## src/rtl/uwm_pkg.sv

```systemverilog
package uwm_pkg;
  typedef enum logic [1:0] {
    OP_LOAD_HI  = 2'b00,
    OP_LOAD_LO  = 2'b01,
    OP_STORE_HI = 2'b10,
    OP_STORE_LO = 2'b11
  } uwm_op_e;

  function automatic logic op_is_store(input uwm_op_e op);
    return op[1];
  endfunction
endpackage

```

## src/rtl/uwm_byte_lane.sv

```systemverilog
module uwm_byte_lane
  import uwm_pkg::*;
#(
  parameter int LANES    = 4,
  parameter int LANE_IDX = 0,
  parameter int OFS_W    = $clog2(LANES)
) (
  input  uwm_op_e                   op,
  input  logic [OFS_W-1:0]          ofs,
  input  logic [LANES-1:0][7:0]     mem_b,
  input  logic [LANES-1:0][7:0]     reg_b,
  output logic [7:0]                byte_o
);
  localparam int               LAST = LANES - 1;
  localparam logic [OFS_W-1:0] IDX  = OFS_W'(LANE_IDX);
  localparam logic [OFS_W-1:0] ONE  = OFS_W'(1);

  logic             from_mem;
  logic [OFS_W-1:0] sel;

  always_comb begin
    from_mem = 1'b0;
    sel      = IDX;
    unique case (op)
      OP_LOAD_HI: begin
        if (int'(ofs) >= LAST - LANE_IDX) begin
          from_mem = 1'b1;
          sel      = IDX + ofs + ONE;
        end
      end
      OP_LOAD_LO: begin
        if (LANE_IDX + int'(ofs) <= LAST) begin
          from_mem = 1'b1;
          sel      = IDX + ofs;
        end
      end
      OP_STORE_HI: begin
        if (LANE_IDX > int'(ofs)) from_mem = 1'b1;
        else                      sel      = IDX - ofs - ONE;
      end
      default: begin
        if (LANE_IDX < int'(ofs)) from_mem = 1'b1;
        else                      sel      = IDX - ofs;
      end
    endcase
    byte_o = from_mem ? mem_b[sel] : reg_b[sel];
  end
endmodule

```

## src/rtl/uwm_merge_core.sv

```systemverilog
module uwm_merge_core
  import uwm_pkg::*;
#(
  parameter int DATA_W = 32,
  localparam int LANES = DATA_W / 8,
  localparam int OFS_W = $clog2(LANES)
) (
  input  uwm_op_e              op,
  input  logic [OFS_W-1:0]     ofs,
  input  logic [DATA_W-1:0]    mem_w,
  input  logic [DATA_W-1:0]    reg_w,
  output logic [DATA_W-1:0]    merged_w
);
  logic [LANES-1:0][7:0] mem_b;
  logic [LANES-1:0][7:0] reg_b;
  logic [LANES-1:0][7:0] res_b;

  assign mem_b    = mem_w;
  assign reg_b    = reg_w;
  assign merged_w = res_b;

  for (genvar g = 0; g < LANES; g++) begin : g_lane
    uwm_byte_lane #(
      .LANES    (LANES),
      .LANE_IDX (g),
      .OFS_W    (OFS_W)
    ) lane_i (
      .op     (op),
      .ofs    (ofs),
      .mem_b  (mem_b),
      .reg_b  (reg_b),
      .byte_o (res_b[g])
    );
  end
endmodule

```

## src/rtl/uwm_out_stage.sv

```systemverilog
module uwm_out_stage #(
  parameter int DATA_W = 32,
  parameter int ADDR_W = 32,
  parameter int IDX_W  = 5
) (
  input  logic              clk,
  input  logic              rst_n,
  input  logic              cap_valid,
  output logic              cap_ready,
  input  logic [DATA_W-1:0] cap_data,
  input  logic [ADDR_W-1:0] cap_addr,
  input  logic [IDX_W-1:0]  cap_dest,
  input  logic              cap_reg_we,
  input  logic              cap_mem_we,
  output logic              q_valid,
  input  logic              q_ready,
  output logic [DATA_W-1:0] q_data,
  output logic [ADDR_W-1:0] q_addr,
  output logic [IDX_W-1:0]  q_dest,
  output logic              q_reg_we,
  output logic              q_mem_we
);
  logic take;

  assign cap_ready = !q_valid || q_ready;
  assign take      = cap_valid && cap_ready;

  always_ff @(posedge clk) begin
    if (!rst_n) begin
      q_valid  <= 1'b0;
      q_data   <= '0;
      q_addr   <= '0;
      q_dest   <= '0;
      q_reg_we <= 1'b0;
      q_mem_we <= 1'b0;
    end else if (take) begin
      q_valid  <= 1'b1;
      q_data   <= cap_data;
      q_addr   <= cap_addr;
      q_dest   <= cap_dest;
      q_reg_we <= cap_reg_we;
      q_mem_we <= cap_mem_we;
    end else if (q_ready) begin
      q_valid  <= 1'b0;
      q_reg_we <= 1'b0;
      q_mem_we <= 1'b0;
    end
  end

  // an accepted request is visible right after the edge
  p_accept_r8: assert property (@(posedge clk) disable iff (!rst_n)
    cap_valid && cap_ready |=> q_valid);

  // a stalled result holds still
  p_hold_r9: assert property (@(posedge clk) disable iff (!rst_n)
    q_valid && !q_ready |=> q_valid && $stable(q_data) && $stable(q_addr)
                            && $stable(q_reg_we) && $stable(q_mem_we));

  // register and memory strobes never coincide
  p_we_excl_r7: assert property (@(posedge clk) disable iff (!rst_n)
    !(q_reg_we && q_mem_we));

  // a strobe is only raised alongside a valid result
  p_we_valid_r6: assert property (@(posedge clk) disable iff (!rst_n)
    (q_reg_we || q_mem_we) |-> q_valid);
endmodule

```

## src/rtl/uwm_top.sv

```systemverilog
module uwm_top
  import uwm_pkg::*;
#(
  parameter int DATA_W = 32,
  parameter int ADDR_W = 32,
  parameter int IDX_W  = 5,
  localparam int LANES = DATA_W / 8,
  localparam int OFS_W = $clog2(LANES)
) (
  input  logic              clk,
  input  logic              rst_n,
  input  logic              in_valid,
  output logic              in_ready,
  input  logic [1:0]        in_op,
  input  logic [ADDR_W-1:0] in_addr,
  input  logic [DATA_W-1:0] in_mem_word,
  input  logic [DATA_W-1:0] in_reg_word,
  input  logic [IDX_W-1:0]  in_dest,
  output logic              out_valid,
  input  logic              out_ready,
  output logic [DATA_W-1:0] out_data,
  output logic [ADDR_W-1:0] out_addr,
  output logic [IDX_W-1:0]  out_dest,
  output logic              out_reg_we,
  output logic              out_mem_we
);
  uwm_op_e           op;
  logic [OFS_W-1:0]  ofs;
  logic [DATA_W-1:0] merged;
  logic [ADDR_W-1:0] word_addr;
  logic              is_store;
  logic              reg_we_d;
  logic              mem_we_d;

  assign op        = uwm_op_e'(in_op);
  assign ofs       = in_addr[OFS_W-1:0];
  assign word_addr = {in_addr[ADDR_W-1:OFS_W], {OFS_W{1'b0}}};
  assign is_store  = op_is_store(op);
  assign reg_we_d  = !is_store && (in_dest != '0);
  assign mem_we_d  = is_store;

  uwm_merge_core #(.DATA_W(DATA_W)) core_i (
    .op       (op),
    .ofs      (ofs),
    .mem_w    (in_mem_word),
    .reg_w    (in_reg_word),
    .merged_w (merged)
  );

  uwm_out_stage #(
    .DATA_W (DATA_W),
    .ADDR_W (ADDR_W),
    .IDX_W  (IDX_W)
  ) stage_i (
    .clk        (clk),
    .rst_n      (rst_n),
    .cap_valid  (in_valid),
    .cap_ready  (in_ready),
    .cap_data   (merged),
    .cap_addr   (word_addr),
    .cap_dest   (in_dest),
    .cap_reg_we (reg_we_d),
    .cap_mem_we (mem_we_d),
    .q_valid    (out_valid),
    .q_ready    (out_ready),
    .q_data     (out_data),
    .q_addr     (out_addr),
    .q_dest     (out_dest),
    .q_reg_we   (out_reg_we),
    .q_mem_we   (out_mem_we)
  );

  // low-part load at offset 0 returns the memory word untouched
  p_lo_load_full_r3: assert property (@(posedge clk) disable iff (!rst_n)
    in_valid && in_ready && in_op == 2'b01 && in_addr[1:0] == 2'b00
    |=> out_data == $past(in_mem_word));

  // high-part store at offset 3 writes the register untouched
  p_hi_store_full_r4: assert property (@(posedge clk) disable iff (!rst_n)
    in_valid && in_ready && in_op == 2'b10 && in_addr[1:0] == 2'b11
    |=> out_data == $past(in_reg_word));

  // every accepted store raises the memory strobe
  p_store_strobe_r7: assert property (@(posedge clk) disable iff (!rst_n)
    in_valid && in_ready && in_op[1] |=> out_mem_we && !out_reg_we);

  // a load into index 0 never raises the register strobe
  p_dest_zero_r6: assert property (@(posedge clk) disable iff (!rst_n)
    in_valid && in_ready && !in_op[1] && in_dest == '0 |=> !out_reg_we);
endmodule

```

## config.mk

```make
export PLATFORM = sky130hd
export DESIGN_NAME = uwm_top
export DESIGN_NICKNAME = d
export VERILOG_FILES = /design/src/rtl/uwm_pkg.sv /design/src/rtl/uwm_byte_lane.sv /design/src/rtl/uwm_merge_core.sv /design/src/rtl/uwm_out_stage.sv /design/src/rtl/uwm_top.sv
export SDC_FILE = /design/constraint.sdc
export NUM_CORES = 1
export LEC_CHECK = 0
export BUFFER_PORTS_ARGS = -buffer_cell sky130_fd_sc_hd__buf_4
export CORE_ASPECT_RATIO = 0.5
export CORE_MARGIN = 5
export CORE_UTILIZATION = 51
export DETAILED_ROUTE_END_ITERATION = 8
export PLACE_DENSITY_LB_ADDON = 0.2
export SYNTH_ARGS = -nofsm -noshare
export SYNTH_HDL_FRONTEND = slang
export SYNTH_SLANG_ARGS = --single-unit
```

## constraint.sdc

```tcl
create_clock -name clk -period 3.2 [get_ports clk]
set_input_delay 0.16 -clock clk [delete_from_list [all_inputs] [get_ports clk]]
set_output_delay 0.16 -clock clk [all_outputs]
set_load 0.01 [all_outputs]
```

; Word-level counts from Yosys, hierarchy flattened
; Index checks and enable logic that the tools add are counted.
[word_totals]
out_inout_bits = 73
ff_bits = 70
input_bits = 107
word_cells = 108
[classes]
addsub = 17
muxes = 58
reduce_logical = 8
order_cmp = 17
eq_ne = 2
[ops]
columns = cell, count
row1 = binary-select mux 8 bit (select 2 bit), 8
row2 = 2-to-1 mux 8 bit, 12
row3 = 2-to-1 mux 2 bit, 13
row4 = one-hot mux 2 bit (3 select lines), 4
row5 = 2-to-1 mux 1 bit, 17
row6 = < comparator 2 x 3 -> 1 bit (second input constant), 4
row7 = one-hot mux 1 bit (3 select lines), 4
row8 = <= comparator 3 x 2 -> 1 bit (second input constant), 3
row9 = subtractor 2 x 1 -> 2 bit (second input constant), 4
row10 = adder 2 x 1 -> 2 bit (second input constant), 3
row11 = adder 2 x 2 -> 3 bit (first input constant), 2
row12 = nonzero test 5 bit, 1
row13 = adder 2 bit (first input constant), 2
row14 = >= comparator 2 bit (second input constant), 2
row15 = > comparator 2 bit (first input constant), 2
row16 = < comparator 1 x 2 -> 1 bit (first input constant), 2
row17 = subtractor 1 x 2 -> 2 bit (first input constant), 2
row18 = subtractor 2 bit (first input constant), 2
row19 = adder 1 x 2 -> 3 bit (first input constant), 1
row20 = adder 1 x 2 -> 2 bit (first input constant), 1
row21 = equality test 2 x 1 -> 1 bit (second input constant), 1
row22 = equality test 2 bit (second input constant), 1
row23 = >= comparator 2 x 1 -> 1 bit (second input constant), 1
row24 = > comparator 1 x 2 -> 1 bit (first input constant), 1
row25 = other kinds (7), 9

; Depth between registers and ports, before layout
; Gate-level depths: netlist of run 1.
[logic_depth]
word_depth = 7
mapped_depth = 11
ltp_nobuf = 8

; Hierarchy
; From an unflattened synthesis of run 1, not the netlist that was laid out.
[hier_totals]
cells_unflattened = 653
area_unflattened_um2 = 5854.4
[by_module_without_submodules]
columns = mod, cells_each, area_each_um2, n_inst
row1 = uwm_out_stage, 315, 2845.2, 1
row2 = uwm_byte_lane (core_i.g_lane[2].lane_i), 82, 793.3, 1
row3 = uwm_byte_lane (core_i.g_lane[1].lane_i), 76, 774.5, 1
row4 = uwm_byte_lane (core_i.g_lane[0].lane_i), 108, 739.5, 1
row5 = uwm_byte_lane (core_i.g_lane[3].lane_i), 68, 684.4, 1
row6 = uwm_top, 4, 17.5, 1

; Least setup slack after synthesis of run 1
; Ideal clock, no wire load.
[synth_timing]
path_kind = input to register
from = input port in_addr[0]
to = register stage_i.q_data[15]
n_path_buf = 2
setup_time_ns = 0.122
path_slack_ns = 0.878
required_ns = 3.078
arrival_ns = 2.201
path_stages = 10
cell_sequence = inv_1 > ha_1 > buf_6 > or3_4 > a211oi_4 > nor2_1 > buf_2 > nand2_1 > a21oi_1 > o311a_1
[synth_between]
elab_chain_len = 7
[synth_lines]
columns = element, line_no
row1 = from (decl), uwm_top.sv:15  ; input logic [ADDR_W-1:0] in_addr,
row2 = adder 1 x 2 -> 3 bit (tied with other cells), uwm_byte_lane.sv:32  ; if (LANE_IDX + int'(ofs) <= LAST) begin
row3 = <= comparator 3 x 2 -> 1 bit (tied with other cells), uwm_byte_lane.sv:32
row4 = 2-to-1 mux 2 bit (on tied branches), "uwm_byte_lane.sv:32, uwm_byte_lane.sv:26, uwm_byte_lane.sv:38"
row5 = one-hot mux 2 bit (3 select lines), uwm_byte_lane.sv:24  ; unique case (op)
row6 = binary-select mux 8 bit (select 2 bit), uwm_byte_lane.sv:46  ; byte_o = from_mem ? mem_b[sel] : reg_b[sel];
row7 = 2-to-1 mux 8 bit (implied by the code), uwm_byte_lane.sv:46
row8 = 2-to-1 mux 8 bit (*), uwm_byte_lane.sv:46
row9 = to (signal assigned), uwm_out_stage.sv:38  ; q_data <= cap_data;
row10 = to (decl), uwm_out_stage.sv:17  ; output logic [DATA_W-1:0] q_data,
; Every way passes the cells marked *; elsewhere a longest branch is shown, timed or not. The select of a mux whose other input is x is not followed.
; A chain may end at the register's enable or synchronous reset.

; Final worst setup path of run 1
[layout_timing]
from = input port in_addr[0]
to = register stage_i.q_data[13]
; The elaborated chain is that of the path after synthesis.

==> results.md, run 1 <==
- The run finished with clean final reports.
- At the end of routability-driven placement, the weighted congestion stood at 0.8838.
- The final route contains 5403 vias.
- Of the total power, the share spent switching nets is about 31%.
- Summing every instance area after synthesis gives 5126 sq um.
- The biggest fanout along the worst timing path is 17.
- Between clock sinks in the finished design, the worst skew comes to 0.007878 ns.
- Of the total synthesized cell area, the portion taken by full adders, half adders and majority gates is 1.953%.
- The number of diodes added for antenna fixing is 0.
- The CTS tree is yes.
- Each instance of the synthesized netlist takes up on average 8.487 sq um.
- The number of post-CTS setup repair buffers is 0.
- The async set-reset flop share out of synthesis is 0%.
- The detail-routed via count per cell is between 6 and 7.
- Summing the areas of all and, or, nand and nor instances in the mapped netlist gives between 10% and 20% of the synthesized area.
- The die is 80.89 microns tall.
- Input and output buffers added on the ports amount to 177.
- The non-filler instance count after layout is 898.
- The critical path in this run is classified as primary input to flop.
- The transition time at the pin with the least slew margin is roughly 1.3 ns.
- The floorplan has 25 rows.
- Timing would allow up to 383.6 MHz.
- For this run, the number of Yosys warnings is 0.
- The library cell used most frequently in the layout, excluding fill and tap cells, is sky130_fd_sc_hd__buf_4.
- The multiplexer fraction of the synthesized cell area is 24.77%.
- For this block, the routed nets add up to between 15000 and 20000 microns of wire.
- After clock tree synthesis, the clock-pin slew on the worst setup and hold paths is 0.07 ns.
- The DRC violation total after the first TritonRoute iteration is 478.
- The first-pass GRT wire length is about 27000 microns.
- The internal power consumption is 2.083 mW.
- The final count of pins violating max slew is 0.
- The fraction of final layout cells sized beyond drive strength 1 is roughly a third.
- Headroom to the max-slew limit came out at 13.98%.
- The number of primary I/O pins is 180.
- The critical path capture point type is a flop.
- The number of global-route vias before repair came to approximately 5200.
- Data on the critical path is required at its endpoint by around 3.4 ns.
- The die covers roughly 12000 sq um.
- Setup repair after global routing left no endpoint under its margin.
- Summed over all layers, the global routing overflow is 0.
- In this run the power density over the cells is 442.9 nW/um^2.
- After synthesis, the largest family of logic cells by area is compound AO/OA/AOI/OAI gates.
- The hold violation count in the final report is 0.
- The HPWL after detailed placement is 12190 microns.
- The number of buffers added by the clock tree synthesis step is 9.
- The core region is 9634 sq um.
- The maximum level of the CTS H-tree is 3.
- Combinational logic is responsible for 30.8% of the overall power.
- The number of optimization iterations in the first detailed-route pass is 5.
- The compound-gate portion of the synthesized area is between 20% and 30%.
- The maximum number of pins on one net before global-route repair is 71.
- The number of gates resized after cts is 0.
- After synthesis the netlist holds a flip-flop and latch count of 70.
- The worst setup path is launched from a primary input.
- The number of different library cells in the post-synthesis netlist is 46.
- Sequential cells account for between 30% and 40% of the total power.
- The XOR/XNOR share of the synthesized area is 0%.
- CTS placed an instance of sky130_fd_sc_hd__clkbuf_16 at the clock tree root.
- The leakage power summed over all cells is 3.149 nW.
- The number of clock sinks seen by CTS is 70.
- Of the total power, the clock network draws 36.9%.
- For this run, the leading register cell type out of synthesis is sky130_fd_sc_hd__dfxtp_1.
- After detailed routing, the number of remaining DRC violations is 0.
- The number of nets in the final layout is around 870.
- Adding up every negative setup slack in the final design gives 0 ns.
- In the layout the commonest cells are 191 x sky130_fd_sc_hd__buf_4, 123 x sky130_fd_sc_hd__nand2_1, 73 x sky130_fd_sc_hd__mux2i_1.
- The average detailed-routed wire length per instance is 19.12 microns.
- Counting the fill cells in the layout gives 784.
- Yosys mapped a number of flops with a built-in enable equal to 0.
- In this run the horizontal extent of the chip is 151.8 microns.
- The design area is 6847 sq um.
- Relative to the synthesized area, the layout overhead comes to 33.56%.
- After detailed placement, the total cell area comes to 6519 sq um.
- At the worst endpoint, the arrival time is 2.84 ns.
- The time the final worst path needs with I/O delays and setup is roughly 2.6 ns.
- The part of the Yosys area used for sequential elements is 27.34%.
- Once the floorplan was initialized, standard cells occupied between 50% and 60% of the core.
- The final critical path takes up 81.47% of the cycle.
- The peak ir drop on the vdd network is 0.0002642 V.
- In this run, post-CTS hold repair placed 0 buffers.
- The global router's overall resource usage is 27.56%.
- At the later pin of the worst-skew pair, clock insertion delay measures 0.34 ns.
- Including well taps, the total number of placed cells is 882.
- For this design the total switching power over the nets is around 950 uW.
- The worst min-delay path class is primary input to flop.
- The number of nets still failing antenna checks after routing is 0.
- Across the run, the number of max-cap violations was 0.
- Setup violations remaining at the end of the flow were counted as 0.
- The clock passes through at most 2 buffers.
- The number of antenna violations at the first check in global routing came to 0.
- Synthesis produced a netlist whose cell count is 604.
==> cells by family (layout without fill, tap and decap cells) <==
| group | after synthesis | count (layout) |
|---|---|---|
| flip-flops | 70 | 70 |
| multiplexers | 111 | 111 |
| adder cells (fa/ha/maj) | 8 | 8 |
| other | 1 | 2 |
| AND/OR/NAND/NOR | 171 | 171 |
| AO/OA/AOI/OAI | 186 | 186 |
| buffers and inverters | 57 | 215 |
==> final timing paths <==
path	startpoint	endpoint	slack (ns)	cells past startpoint
max	in_addr[0]	stage_i.q_data[13]$_SDFFE_PN0P_	0.59	9
min reg2reg	stage_i.q_addr[10]$_SDFFE_PN0P_	stage_i.q_addr[10]$_SDFFE_PN0P_	0.46	2
min	in_addr[22]	stage_i.q_addr[22]$_SDFFE_PN0P_	0.08	3
max reg2reg	stage_i.q_valid$_SDFFE_PN0P_	stage_i.q_data[19]$_SDFFE_PN0P_	1.08	5
==> worst max-delay path, cell delays in order <==
cell and delay (ns):
sky130_fd_sc_hd__buf_4 0.15, sky130_fd_sc_hd__inv_1 0.11, sky130_fd_sc_hd__ha_1 0.42, sky130_fd_sc_hd__or3_4 0.43, sky130_fd_sc_hd__a211oi_4 0.50, sky130_fd_sc_hd__nor2_1 0.43
sky130_fd_sc_hd__nand2_1 0.20, sky130_fd_sc_hd__a21oi_1 0.08, sky130_fd_sc_hd__o311a_1 0.34
==> cells in the mapped netlist, types with 10 or more instances <==
library cell / number / area, sq um
sky130_fd_sc_hd__clkbuf_1: 26 / 97.59
sky130_fd_sc_hd__dfxtp_1: 70 / 1401
sky130_fd_sc_hd__mux2_2: 27 / 304.0
sky130_fd_sc_hd__o211ai_1: 26 / 195.2
sky130_fd_sc_hd__a21oi_1: 22 / 110.1
sky130_fd_sc_hd__buf_2: 10 / 50.05
sky130_fd_sc_hd__mux2i_1: 74 / 740.7
sky130_fd_sc_hd__a211oi_1: 15 / 112.6
sky130_fd_sc_hd__nor2_1: 24 / 90.09
sky130_fd_sc_hd__o21ai_0: 21 / 105.1
sky130_fd_sc_hd__nand2_1: 123 / 461.7
sky130_fd_sc_hd__a21boi_0: 38 / 285.3
sky130_fd_sc_hd__mux4_2: 10 / 225.2
==> through the flow <==
| stage | power (mW) | util (%) | worst slack, ns | hold slack (ns) |
|---|---|---|---|---|
| final | 3.032 | 71.06 | 0.5931 | 0.08025 |
| after global routing | 3.171 | 71.06 | 0.4712 | 0.07968 |
| after CTS | 3.042 | 71.06 | 0.6542 | 0.06958 |
| after detailed placement | 1.919 | 67.66 | 0.2947 | 0.4307 |
| after global placement | 1.899 | 67.66 | 0.4732 | 0.4227 |
| after floorplan | 1.549 | - | 0.8778 | 0.2989 |
==> layout make-up <==
| cell class | count | area, sq um | area share, % |
|---|---|---|---|
| Clock inverter | 7 | 102.6 | 1.499 |
| Timing Repair Buffer | 192 | 1454 | 21.24 |
| Tap cell | 135 | 168.9 | 2.467 |
| Clock buffer | 9 | 225.2 | 3.289 |
| Inverter | 7 | 26.28 | 0.3838 |
| Multi-Input combinational cell | 478 | 3468 | 50.66 |
| Sequential cell | 70 | 1401 | 20.47 |
==> state kept, by name (all words and copies together), names as in the netlist <==
| signal | flops |
|---|---|
| stage_i.q_mem_we | 1 |
| stage_i.q_valid | 1 |
| stage_i.q_data | 32 |
| stage_i.q_addr | 30 |
| stage_i.q_reg_we | 1 |
| stage_i.q_dest | 5 |
==> power groups by stage <==
stage	Combinational, mW	Clock (mW)	Sequential (mW)
final	0.935	1.12	0.980
after global placement	0.902	0	0.997
after floorplan	0.524	0	1.03
after global routing	1.01	1.17	0.988
after CTS	0.926	1.14	0.979
after detailed placement	0.921	0	0.998
==> metal layers <==
layer | global-route usage [%] | vias up | share of wire, %
met1 | 35.78 | 2533 | 42
met2 | 44.29 | 300 | 45
met3 | 7.358 | 47 | 11
li1 | - | 2523 | -
met4 | 10.48 | 0 | 2.8
met5 | 0 | - | 0
Note: power is estimated with default switching activity, not from simulation.
==> run 2, diff against run 1 <==
--- a/config.mk
+++ b/config.mk
@@ -8,7 +8,7 @@
 export BUFFER_PORTS_ARGS = -buffer_cell sky130_fd_sc_hd__buf_4
 export CORE_ASPECT_RATIO = 0.5
 export CORE_MARGIN = 5
-export CORE_UTILIZATION = 51
+export CORE_UTILIZATION = 46
 export DETAILED_ROUTE_END_ITERATION = 8
 export PLACE_DENSITY_LB_ADDON = 0.2
 export SYNTH_ARGS = -nofsm -noshare
==> constraint.sdc (replaced) <==
create_clock -name clk -period 2.37 [get_ports clk]
set_input_delay 0.1185 -clock clk [delete_from_list [all_inputs] [get_ports clk]]
set_output_delay 0.1185 -clock clk [all_outputs]
set_load 0.01 [all_outputs]
==> results.md, run 2 (synthesized netlist as in run 1, its figures left out) <==
- The flow ran to the end, and the final reports show no timing, DRC or antenna violations.
- The number of max-cap violations is 0.
- In this run the vertical extent of the chip is 84.65 microns.
- The summed negative setup slack over all endpoints is 0 ns.
- The CTS tree is yes.
- The startpoint identified for the worst register-to-register timing path is stage_i.q_valid$_SDFFE_PN0P_.
- The number of primary I/O pins is 180.
- After layout, the worst path uses 83.90% of the clock period.
- Summed over all cells, the static leakage comes to 3.248 nW.
- Prior to clock tree synthesis, the placed netlist has a worst setup slack of 0.06731 ns.
- The number of DRC violations after detailed routing is 0.
- After clock tree synthesis, the clock-pin slew on the worst setup and hold paths is 0.07 ns.
- Cells with a size suffix above 1 make up 35.12% of the layout.
- The final route contains between 5000 and 6000 vias.
- Data arrives at the worst endpoint at 2.21 ns.
- The hold violation count in the final report is 0.
- The worst hold path startpoint is in_addr[5].
- In this run the deepest clock path goes through 2 buffers.
- The number of antenna violations at the first check in global routing is 0.
- The die area is 13480 sq um.
- Based on the critical path, the design can be clocked at up to 502.9 MHz.
- The number of gates resized after cts is 0.
- Clock latency on the worst-skew pair, taken at its later pin, is 0.34 ns.
- The number of global-route vias before repair is 5394.
- In the final design database the tool counted around 900 nets.
- The count of endpoints failing setup in the final report is 0.
- The count of port buffers added during placement is 177.
- In the routed layout, each cell is associated on average with a via count of 5.758.
- The placer's final routability congestion estimate is 0.9029.
- The worst min-delay path class is primary input to flop.
- The first-pass GRT wire length is 28420 microns.
- Hold repair after CTS inserted 0 buffers.
- By startpoint and endpoint, the worst setup path is classified as primary input to flop.
- Summed over all layers, the routed wires come to 17670 microns.
- Measured against its own limit, the worst slew margin works out to 54.28%.
- The register with the most flip-flops in the layout has 32 of them.
- The number of nets still failing antenna checks after routing is 0.
- The number of post-CTS setup repair buffers is 0.
- The kind of start point of the critical path is a primary input.
- In this run the worst path has a maximum fanout of 31.
- Dividing total power by cell area gives a power density of 564.5 nW/um^2.
- The critical path capture point type is a flop.
- Setup slack on the critical path of the routed design comes to approximately 0.38 ns.
- In the layout the commonest cells are 206 x sky130_fd_sc_hd__buf_4, 123 x sky130_fd_sc_hd__nand2_1, 73 x sky130_fd_sc_hd__mux2i_1.
- The final-layout fill cell count is 953.
- The largest registers in the layout are stage_i.q_data: 32 flops, stage_i.q_addr: 30 flops, stage_i.q_dest: 5 flops.
- Across the routed clock network, the largest skew measured is 0.007719 ns.
- The start point of the critical path is in_addr[1].
- The residual overflow from global routing is 0.
- The register containing the most flip-flops in the final layout is stage_i.q_data.
- The number of optimization iterations in the first detailed-route pass is 5.
- The clock drives 70 sinks.
- The maximum number of pins on one net before global-route repair is 71.
- STA puts the critical path data required time at roughly 2.6 ns.
- The root cell of the clock tree is sky130_fd_sc_hd__clkbuf_16.
- The area growth from synthesis to layout is 37.32%.
- The number of antenna diodes in the final layout is 0.
- The most common cell after layout, fill and taps aside is sky130_fd_sc_hd__buf_4.
- The peak ir drop on the vdd network is roughly 0.00029 V.
- The time the final worst path needs with I/O delays and setup is around 2.0 ns.
- The final count of pins violating max slew is 0.
- The transition time at the pin with the least slew margin is roughly 0.7 ns.
- The HPWL after detailed placement is 12690 microns.
- The average detailed-routed wire length per instance is 19.04 microns.
- The DRC violation total after the first TritonRoute iteration is 589.
- The number of buffers added by the clock tree synthesis step is 9.
- The width of the die is 159.3 microns.
- Setup repair after global routing left no endpoint under its margin.
- The floorplan core area is 10950 sq um.
- Global routing used 25.50% of the available tracks across all layers.
- The H-tree was split into 3 levels.
- The initial core utilization is 46.83%.
- The floorplan row count is 27.
[run 2: cell types whose count changed in the layout (fill, tap and decap cells not counted), sizes merged]
cell	previous run	this run
clkinvlp	1	2
bufinv	2	0
clkinv	0	1
buf	192	212
[run 2: critical path, stage by stage]
cell and delay, ns:
sky130_fd_sc_hd__buf_4 0.11, sky130_fd_sc_hd__inv_1 0.13, sky130_fd_sc_hd__ha_1 0.27, sky130_fd_sc_hd__or3_4 0.40, sky130_fd_sc_hd__a211oi_4 0.30, sky130_fd_sc_hd__or2_1 0.20, sky130_fd_sc_hd__buf_12 0.20, sky130_fd_sc_hd__mux2i_1 0.20
sky130_fd_sc_hd__o211ai_1 0.12, sky130_fd_sc_hd__o311a_1 0.16
[run 2: worst paths after layout]
kind | to | slack (ns) | cells past startpoint
setup / recovery | stage_i.q_data[11]$_SDFFE_PN0P_ | 0.38 | 10
hold / removal | stage_i.q_addr[5]$_SDFFE_PN0P_ | 0.04 | 3
setup reg to reg | stage_i.q_data[11]$_SDFFE_PN0P_ | 0.65 | 4
hold reg to reg | stage_i.q_dest[2]$_SDFFE_PN0P_ | 0.46 | 2
[run 2: area by class of cell]
class	instances	area (sq um)	share of cell area, %
clock buffer	9	225.2	3.199
clock inverter	7	61.31	0.8710
timing repair buffer	212	1667	23.68
sequential	70	1401	19.91
multi-input combinational	478	3477	49.40
tap	145	181.4	2.577
inverter	7	26.28	0.3733
[run 2: metal layers]
metal	share of wire, %	GRT usage, %
met5	0	0
met4	1.8	6.889
met3	8.7	6.670
met2	44	40.71
met1	45	34.38
[run 2: where the power goes]
part	internal (mW)	total, mW	switching [mW]
Combinational	0.657	1.33	0.673
Sequential	1.27	1.32	0.0533
Clock	0.729	1.32	0.590
[run 2: metrics by stage]
step / hold slack [ns] / total power [mW] / util, % / instances / instance area (sq um)
5_1_grt: 0.03613 / 4.172 / 64.31 / 928 / 7039
3_3_place_gp: 0.3827 / 2.645 / 61.69 / 912 / 6753
4_1_cts: 0.02831 / 3.991 / 64.31 / 928 / 7039
2_1_floorplan: 0.2574 / 2.092 / - / 605 / 5130
6_report: 0.03566 / 3.974 / 64.31 / 928 / 7039
3_5_place_dp: 0.3871 / 2.666 / 61.69 / 912 / 6753
==> run 3, diff against run 2 <==
--- a/config.mk
+++ b/config.mk
@@ -8,7 +8,7 @@
 export BUFFER_PORTS_ARGS = -buffer_cell sky130_fd_sc_hd__buf_4
 export CORE_ASPECT_RATIO = 0.5
 export CORE_MARGIN = 5
-export CORE_UTILIZATION = 46
+export CORE_UTILIZATION = 51
 export DETAILED_ROUTE_END_ITERATION = 8
 export PLACE_DENSITY_LB_ADDON = 0.2
 export SYNTH_ARGS = -nofsm -noshare
==> constraint.sdc (replaced) <==
create_clock -name clk -period 2 [get_ports clk]
set_input_delay 0.1 -clock clk [delete_from_list [all_inputs] [get_ports clk]]
set_output_delay 0.1 -clock clk [all_outputs]
set_load 0.01 [all_outputs]
==> results.md, run 3 (synthesized netlist as in run 1, its figures left out) <==
- The top cell types in the final layout, fill and taps aside, are 225 x sky130_fd_sc_hd__buf_4, 123 x sky130_fd_sc_hd__nand2_1, 73 x sky130_fd_sc_hd__mux2i_1.
- The origin of the critical flop-to-flop path is stage_i.q_valid$_SDFFE_PN0P_.
- In this run the number of H-tree levels came out at 3.
- The start point of the critical path is in_addr[0].
- In the final layout, the registers with the most flip-flops are stage_i.q_data: 32 flops, stage_i.q_addr: 30 flops, stage_i.q_dest: 5 flops.
- Using the TritonRoute via totals, the vias-per-cell ratio works out to 5.966.
- The leakage power summed over all cells is 3.384 nW.
- The initial core utilization is a little over half.
- Summed over all nets, wire length on met2 after detailed routing comes to 8300 microns.
- The placer's final routability congestion estimate is 0.9287.
- In this run the tool buffered the top-level ports with 177 buffer cells.
- The worst setup path is launched from a primary input.
- The finished cells cover about 7300 sq um.
- The critical path class is primary input to flop.
- The number of setup buffers added after CTS is 0.
- The number of global-route vias before repair was 5415.
- The floorplan core area is 9634 sq um.
- The final count of pins violating max slew was 0.
- For this run, design rule violations remaining after detail routing come to 0.
- Ranked by flip-flop count, first place goes to stage_i.q_data.
- The number of optimization iterations in the first detailed-route pass is 5.
- The root buffer cell chosen for the clock tree is sky130_fd_sc_hd__clkbuf_16.
- Detailed routing placed a total of 2253 microns of wire on met3.
- The final worst clock skew is 0.003919 ns.
- The share of the clock period used by the worst path after layout is between 90% and 100%.
- The wire-length estimate of the detail-placed layout is roughly 13000 microns.
- STA classifies the critical path endpoint as a flop.
- Entering global routing, the biggest net connects 55 pins.
- The first global-routing pass estimated 27580 microns of wire.
- After the last flow step, the layout net total stands at ~910.
- The fraction of final layout cells sized beyond drive strength 1 is about 37%.
- Of all nets on the critical path, the largest fanout is 5.
- Clock-pin slew was measured on the worst setup and hold paths at 0.06 ns.
- The total power per unit cell area is a little under 700 nW/um^2.
- Setup violations remaining at the end of the flow were counted as 0.
- Once layout is complete, the utilization of the core stands at between 70% and 80%.
- Data on the critical path is required at its endpoint by roughly 2.2 ns.
- The average detailed-routed wire length per instance is 18.96 microns.
- The DRC violation total after the first TritonRoute iteration is roughly 440.
- The height of the die is 80.89 microns.
- The placed cell area is 6955 sq um.
- The residual overflow from global routing is 0.
- The latest clock arrival within the worst-skew pair is 0.34 ns.
- The number of antenna violations at the first check in global routing was 0.
- The worst register-to-register path ends at stage_i.q_data[6]$_SDFFE_PN0P_.
- The smallest clock period supported by the final layout is computed as 1.886 ns.
- For this design, the sink count on the clock tree is 70.
- The hold violation count in the final report was 0.
- Setup repair after global routing left no endpoint under its margin.
- The register with the most flip-flops in the layout has 32 of them.
- The most common cell after layout, fill and taps aside is sky130_fd_sc_hd__buf_4.
- For the final routed database, the setup TNS stands at 0 ns.
- Max-cap violations in this run came to 0.
- The CTS tree is yes.
- IR analysis of the VDD net gives a maximum drop of ~0.00039 V.
- The depth of the worst register-to-register path is 5.
- In this run the count of I/O pins placed on the die edge is 180.
- The flow ran to the end, and the final reports show no timing, DRC or antenna violations.
- At the pin with the least slew margin, the transition time is 0.8992 ns.
- Following the worst setup path forward leads to its endpoint at stage_i.q_data[18]$_SDFFE_PN0P_.
- The path class of the tightest hold or removal check is primary input to flop.
- The width of the die is 151.8 microns.
- The relative slew slack is 39.83%.
- The number of nets still failing antenna checks after routing is 0.
- The number of diodes added for antenna fixing is 0.
- The highest routing layer actually used is met4.
- The die covers around 12000 sq um.
- The final wirelength is 17800 microns.
- The layout-stage area growth over the synthesis result is 42.18%.
- STA puts the critical path data arrival time at 2.13 ns.
- The highest clock rate is around 530 MHz.
- The longest clock path from root to sink contains 2 buffers.
- In the final routing, the length of wire on met1 measures 6947 microns.
- In the global route stage, overall resource usage came out at 28.40%.
- The number of clock buffers added by TritonCTS is 9.
- The count of vias placed by the detailed router is 5602.
- The setup slack of the worst register-to-register path is 0.20 ns.
- In this run the core area contains 25 standard-cell rows.
-- run 3: cell count changes in the layout (fill, tap and decap cells not counted) --
cell	before	now
sky130_fd_sc_hd__clkinvlp_4	2	1
sky130_fd_sc_hd__buf_4	206	225
sky130_fd_sc_hd__inv_1	7	5
sky130_fd_sc_hd__ha_1	8	7
sky130_fd_sc_hd__buf_12	6	8
sky130_fd_sc_hd__ha_4	0	1
sky130_fd_sc_hd__inv_12	0	1
sky130_fd_sc_hd__nor2_1	24	22
sky130_fd_sc_hd__nor2_2	0	2
sky130_fd_sc_hd__bufinv_16	0	2
-- run 3: how the worst min path moves through the flow --
stage | start | to | slack (ns) | cells past startpoint
2_1_floorplan | in_valid | stage_i.q_valid$_SDFFE_PN0P_ | 0.24 | 2
3_3_place_gp | in_addr[27] | stage_i.q_addr[27]$_SDFFE_PN0P_ | 0.36 | 3
4_1_cts | in_addr[17] | stage_i.q_addr[17]$_SDFFE_PN0P_ | 0.008 | 3
6_report | in_addr[17] | stage_i.q_addr[17]$_SDFFE_PN0P_ | 0.01 | 3
3_5_place_dp | in_addr[17] | stage_i.q_addr[17]$_SDFFE_PN0P_ | 0.37 | 3
5_1_grt | in_addr[19] | stage_i.q_addr[19]$_SDFFE_PN0P_ | 0.01 | 3
-- run 3: final cells by class --
class                           count  area, sq um
Multi-Input combinational cell    478         3495
Fill cell                         737         2346
Timing Repair Buffer              233         1849
Sequential cell                    70         1401
Clock buffer                        9        225.2
Tap cell                          135        168.9
Clock inverter                      7        105.1
Inverter                            7        43.79
-- run 3: critical path, cell delays in order --
cell	delay (ns)
sky130_fd_sc_hd__buf_4	0.12
sky130_fd_sc_hd__inv_6	0.05
sky130_fd_sc_hd__ha_1	0.22
sky130_fd_sc_hd__nor2_2	0.27
sky130_fd_sc_hd__o31ai_1	0.16
sky130_fd_sc_hd__a221oi_4	0.36
sky130_fd_sc_hd__buf_4	0.22
sky130_fd_sc_hd__mux2i_1	0.24
sky130_fd_sc_hd__o221ai_1	0.13
sky130_fd_sc_hd__a211oi_1	0.27
-- run 3: repair_timing --
action | 4_1_cts | 5_1_grt
endpoints found under the setup margin | 0 | 9
hold buffers | 0 | 0
gates resized for setup | 0 | 1
-- run 3: through the flow --
step	cells	hold WS (ns)	setup WS [ns]	power, mW
after global routing	939	0.01366	0.02068	5.236
after CTS	939	0.007793	0.01613	5.016
after detailed placement	923	0.3671	-0.2980	3.222
after global placement	923	0.3617	-0.1623	3.189
after floorplan	605	0.2389	-0.09585	2.488
final	939	0.01283	0.1138	5.010
-- run 3: layer usage --
layer  up-vias  GRT usage, %
li1       2598             -
met3        40         8.138
met2       371         47.83
met1      2593         35.19
met4         0         9.946
met5         -             0
-- run 3: power breakdown --
group          leakage [nW]  total [mW]  switching, mW  internal [mW]
combinational          2.65        1.65          0.822          0.832
clock                 0.159        1.79          0.676           1.11
sequential            0.579        1.57         0.0606           1.51
total                  3.38        5.01           1.56           3.45
